===== config.mk =====
export PLATFORM = sky130hd
export DESIGN_NAME = addsub_alu
export DESIGN_NICKNAME = d
export VERILOG_FILES = /design/src/rtl/alu_pkg.sv /design/src/rtl/alu_full_adder.sv /design/src/rtl/alu_ripple_addsub.sv /design/src/rtl/alu_logic_unit.sv /design/src/rtl/alu_result_sel.sv /design/src/rtl/addsub_alu.sv
export SDC_FILE = /design/constraint.sdc
export NUM_CORES = 1
export LEC_CHECK = 0
export BUFFER_PORTS_ARGS = -buffer_cell sky130_fd_sc_hd__buf_2
export CORE_UTILIZATION = 30
export DETAILED_ROUTE_END_ITERATION = 16
export PLACE_DENSITY = 0.65
export SLEW_MARGIN = 20
export SYNTH_ARGS = -nofsm -noshare
export SYNTH_HDL_FRONTEND = slang
export SYNTH_SLANG_ARGS = --single-unit

===== constraint.sdc =====
create_clock -name vclk -period 14.77
set_input_delay 0 -clock vclk [all_inputs]
set_output_delay 0 -clock vclk [all_outputs]
set_load 0.01 [all_outputs]

===== src/rtl/alu_pkg.sv =====
package alu_pkg;
  localparam int unsigned ALU_W  = 32;
  localparam int unsigned OP_W   = 3;

  typedef logic [OP_W-1:0] alu_op_t;

  localparam alu_op_t OP_AND = 3'b000;
  localparam alu_op_t OP_OR  = 3'b001;
  localparam alu_op_t OP_ADD = 3'b010;
  localparam alu_op_t OP_SUB = 3'b110;
  localparam alu_op_t OP_SLT = 3'b111;

  // Bit of the op code that selects inversion of B in the adder chain.
  localparam int unsigned SUB_BIT = 2;
endpackage


===== src/rtl/alu_full_adder.sv =====
module alu_full_adder (
  input  logic in_x,
  input  logic in_y,
  input  logic c_in,
  output logic s_out,
  output logic c_out
);
  logic prop;
  assign prop  = in_x ^ in_y;
  assign s_out = prop ^ c_in;
  assign c_out = (in_x & in_y) | (prop & c_in);
endmodule


===== src/rtl/alu_ripple_addsub.sv =====
module alu_ripple_addsub #(
  parameter int unsigned WIDTH = 32
) (
  input  logic [WIDTH-1:0] x_i,
  input  logic [WIDTH-1:0] y_i,
  input  logic             sub_i,
  output logic [WIDTH-1:0] sum_o,
  output logic             cout_o,
  output logic             ovf_o
);
  localparam int unsigned MSB = WIDTH - 1;

  genvar i;
  generate
    for (i = 0; i < WIDTH; i++) begin : g_bit
      logic y_cond;
      logic cin_w;
      logic cout_w;
      logic s_w;

      // XOR used as a conditional inverter on the B side.
      assign y_cond = y_i[i] ^ sub_i;

      if (i == 0) begin : g_first
        assign cin_w = sub_i;
      end else begin : g_rest
        assign cin_w = g_bit[i-1].cout_w;
      end

      alu_full_adder u_fa (
        .in_x  (x_i[i]),
        .in_y  (y_cond),
        .c_in  (cin_w),
        .s_out (s_w),
        .c_out (cout_w)
      );

      assign sum_o[i] = s_w;
    end
  endgenerate

  assign cout_o = g_bit[MSB].cout_w;
  assign ovf_o  = g_bit[MSB].cin_w ^ g_bit[MSB].cout_w;
endmodule


===== src/rtl/alu_logic_unit.sv =====
module alu_logic_unit #(
  parameter int unsigned WIDTH = 32
) (
  input  logic [WIDTH-1:0] x_i,
  input  logic [WIDTH-1:0] y_i,
  output logic [WIDTH-1:0] and_o,
  output logic [WIDTH-1:0] or_o
);
  assign and_o = x_i & y_i;
  assign or_o  = x_i | y_i;
endmodule


===== src/rtl/alu_result_sel.sv =====
module alu_result_sel
  import alu_pkg::*;
#(
  parameter int unsigned WIDTH = 32
) (
  input  alu_op_t          op_i,
  input  logic [WIDTH-1:0] and_i,
  input  logic [WIDTH-1:0] or_i,
  input  logic [WIDTH-1:0] sum_i,
  input  logic             lt_i,
  output logic [WIDTH-1:0] res_o
);
  localparam logic [WIDTH-1:0] ZERO_W = '0;

  always_comb begin
    unique case (op_i)
      OP_AND:  res_o = and_i;
      OP_OR:   res_o = or_i;
      OP_ADD:  res_o = sum_i;
      OP_SUB:  res_o = sum_i;
      OP_SLT:  res_o = {ZERO_W[WIDTH-1:1], lt_i};
      default: res_o = ZERO_W;
    endcase
  end
endmodule


===== src/rtl/addsub_alu.sv =====
module addsub_alu
  import alu_pkg::*;
#(
  parameter int unsigned WIDTH = ALU_W
) (
  input  logic [WIDTH-1:0] opnd_a,
  input  logic [WIDTH-1:0] opnd_b,
  input  logic [OP_W-1:0]  op_sel,
  output logic [WIDTH-1:0] result,
  output logic             zero,
  output logic             carry_out
);
  localparam int unsigned MSB = WIDTH - 1;

  logic             sub_mode;
  logic [WIDTH-1:0] sum_w;
  logic             ovf_w;
  logic [WIDTH-1:0] and_w;
  logic [WIDTH-1:0] or_w;
  logic             lt_w;

  assign sub_mode = op_sel[SUB_BIT];

  alu_ripple_addsub #(.WIDTH(WIDTH)) u_addsub (
    .x_i    (opnd_a),
    .y_i    (opnd_b),
    .sub_i  (sub_mode),
    .sum_o  (sum_w),
    .cout_o (carry_out),
    .ovf_o  (ovf_w)
  );

  alu_logic_unit #(.WIDTH(WIDTH)) u_logic (
    .x_i   (opnd_a),
    .y_i   (opnd_b),
    .and_o (and_w),
    .or_o  (or_w)
  );

  // Signed less-than: sign of the difference, corrected on overflow.
  assign lt_w = sum_w[MSB] ^ ovf_w;

  alu_result_sel #(.WIDTH(WIDTH)) u_sel (
    .op_i  (op_sel),
    .and_i (and_w),
    .or_i  (or_w),
    .sum_i (sum_w),
    .lt_i  (lt_w),
    .res_o (result)
  );

  assign zero = ~|result;
endmodule


==> metrics <==
post-route ant nets 0; Vias per Instance ~5.0; status complete, no violations; sequential area share after synthesis 0%; GRT Util Overall between 15 and 20%; Gate Count Post-Synth between 150 and 200; Crit path arrival time about 14 ns; final hold viol count 0; FF/Latch Area 0 sq um; CP most frequent cell fa_1; total negative setup slack 0 ns; Syn Std Cell Area approximately 0.0018 sq mm; routed length per instance roughly 15 um; Die Y approximately 79 um; Post-CTS Setup Inserts 0; FP Rows 27; vias in the first global route approximately 1700; initial antenna violation count 0; Final setup viols 0; Via Count roughly 1700; Comb power frac 100.0%; PD cells about 47 mW/mm^2; leakage power between 1 and 1.5 nW; Detailed Route WL 4890 um; Syn Area/Cell between 10 and 15 sq um; P&R area growth vs syn 31.3%; detailed placement HPWL 4010 um; 1st-iter DRT viols 64; fraction of layout cells with a size suffix above 1 ~46%; Tmin final roughly 14 ns; Synth Area in Compound Gates about 17%; internal power 0.0517 mW; Final Slew Violations 0; Slew @ Worst Pin roughly 0.75 ns; max-cap violations 0; worst min path class input pin to output pin; mux cell area share after synthesis 0%; relative slew slack between 50% and 60%; dpl ws between 0.3 and 0.4 ns; Worst Setup SP opnd_a[0]; die width slightly below 80 um; CP max FO 3; switching share of total power 52.2%; post-synthesis simple-gate area fraction roughly 6.6%; Core Region 0.00561 sq mm; die area 0.00621 sq mm; WP data required between 10 and 15 ns; largest family of logic cells by synthesized area adder cells; share of power burned in registers 0%; Netlist cell types 26; first-pass GRT wire length 7790 um; Max Fclk ~0.071 GHz; Top-Level Pins 101; Post-CTS Resized 0; critical path type input pin to output pin; Hold Path Origin op_sel[1]; fraction of the mapped netlist area in adder cells 54.3%; critical path's slowest cell fa_1; Setup WS post-layout around 0.67 ns; Filler cells ~600; clock buffers 0; startpoint types input pin; CP bufs+invs 3; switching component of the power roughly 0.057 mW; Crit path max-delay family adder cells; Worst VDD drop between 0.015 and 0.02 mV; Syn. warnings 0; Antenna Cells 0; Post-Synth XOR/XNOR Area approximately 16%; syn_nets 270; global route overflow 0; DRC Markers 0; pin count of the biggest net entering global routing 37; RD Place Congestion just under 0.8; crit share post-route 95.5%; DR pass1 iterations 4; Final nets roughly 360; Critical Path Max Stage Delay roughly 0.45 ns; Worst Setup End Kind output pin; CTS Hold Bufs 0; sequential cell count 0; clock power share 0%; initial core utilization roughly a third; IO buf count approximately 100; RSZ-0062 raised after global routing no
-- power by group through the flow --
| stage | clock network, mW | registers (mW) | logic [mW] |
|---|---|---|---|
| 6_report | 0 | 0 | 0.108 |
| 5_1_grt | 0 | 0 | 0.122 |
| 4_1_cts | 0 | 0 | 0.109 |
| 3_5_place_dp | 0 | 0 | 0.109 |
| 3_3_place_gp | 0 | 0 | 0.107 |
| 2_1_floorplan | 0 | 0 | 0.0693 |
-- cell usage in the layout (no fill, tap or decap), types with 2 or more instances in the layout --
cell type	synthesis	final
nor4_1	5	5
xnor2_1	2	2
xor2_1	30	30
o21ai_0	3	2
a2bb2oi_1	2	2
inv_1	9	9
a22oi_1	3	3
nand2_1	2	2
fa_1	32	28
a22o_1	26	26
fa_2	0	4
maj3_1	23	23
maj3_2	8	8
nand2b_1	2	2
nor4b_2	2	2
buf_4	0	3
buf_2	4	101
-- final cells by class --
class | instances | area (sq um) | area share, %
inverter | 9 | 33.8 | 1.45
multi-input combinational | 148 | 1670 | 71.9
tap | 72 | 90.1 | 3.88
timing repair buffer | 104 | 528 | 22.7
-- path summary, 6_finish.rpt --
check | endpoint | depth (start not counted)
worst min-delay path | result[0] | 3
worst max-delay path | zero | 40
-- cell families (layout without fill, tap and decap cells) --
kind of cell	count (synthesis)	count (layout)
adder cells (fa/ha/maj)	63	63
AO/OA/AOI/OAI	36	36
XOR/XNOR	32	32
buffers and inverters	23	113
AND/OR/NAND/NOR	17	17
-- cells in the mapped netlist --
cell	instances	area share [%]
a211oi_1	1	0.42
a21o_1	1	0.42
a22o_1	26	13
a22oi_1	3	1.3
a2bb2oi_1	2	0.99
and4_1	1	0.50
buf_1	5	1.1
buf_2	4	1.1
buf_6	3	1.9
clkbuf_1	2	0.42
fa_1	32	36
inv_1	9	1.9
maj3_1	23	13
maj3_2	8	5.1
nand2_1	2	0.42
nand2b_1	2	0.71
nand3_1	1	0.28
nand4_1	1	0.35
nor2_1	1	0.21
nor2b_1	1	0.35
nor3_1	1	0.28
nor4_1	5	1.8
nor4b_2	2	1.7
o21ai_0	3	0.85
xnor2_1	2	0.99
xor2_1	30	15
-- per-stage QoR --
| step | cell area, sq um | util [%] | std cells | power, mW | hold WS [ns] |
|---|---|---|---|---|---|
| after floorplan | 1770 | - | 171 | 0.0693 | 0.137 |
| after global placement | 2310 | 41.2 | 333 | 0.107 | 0.398 |
| after detailed placement | 2310 | 41.2 | 333 | 0.109 | 0.392 |
| after CTS | 2310 | 41.2 | 333 | 0.109 | 0.396 |
| after global routing | 2320 | 41.4 | 333 | 0.122 | 0.419 |
| final | 2320 | 41.4 | 333 | 0.108 | 0.408 |
-- metal layers --
metal	track usage (%)	part of all wire, %
met5	0	0
met1	21.5	45
met4	0.926	0.59
met3	0.805	4.7
met2	27.7	50
(Power assumes the default switching activity.)
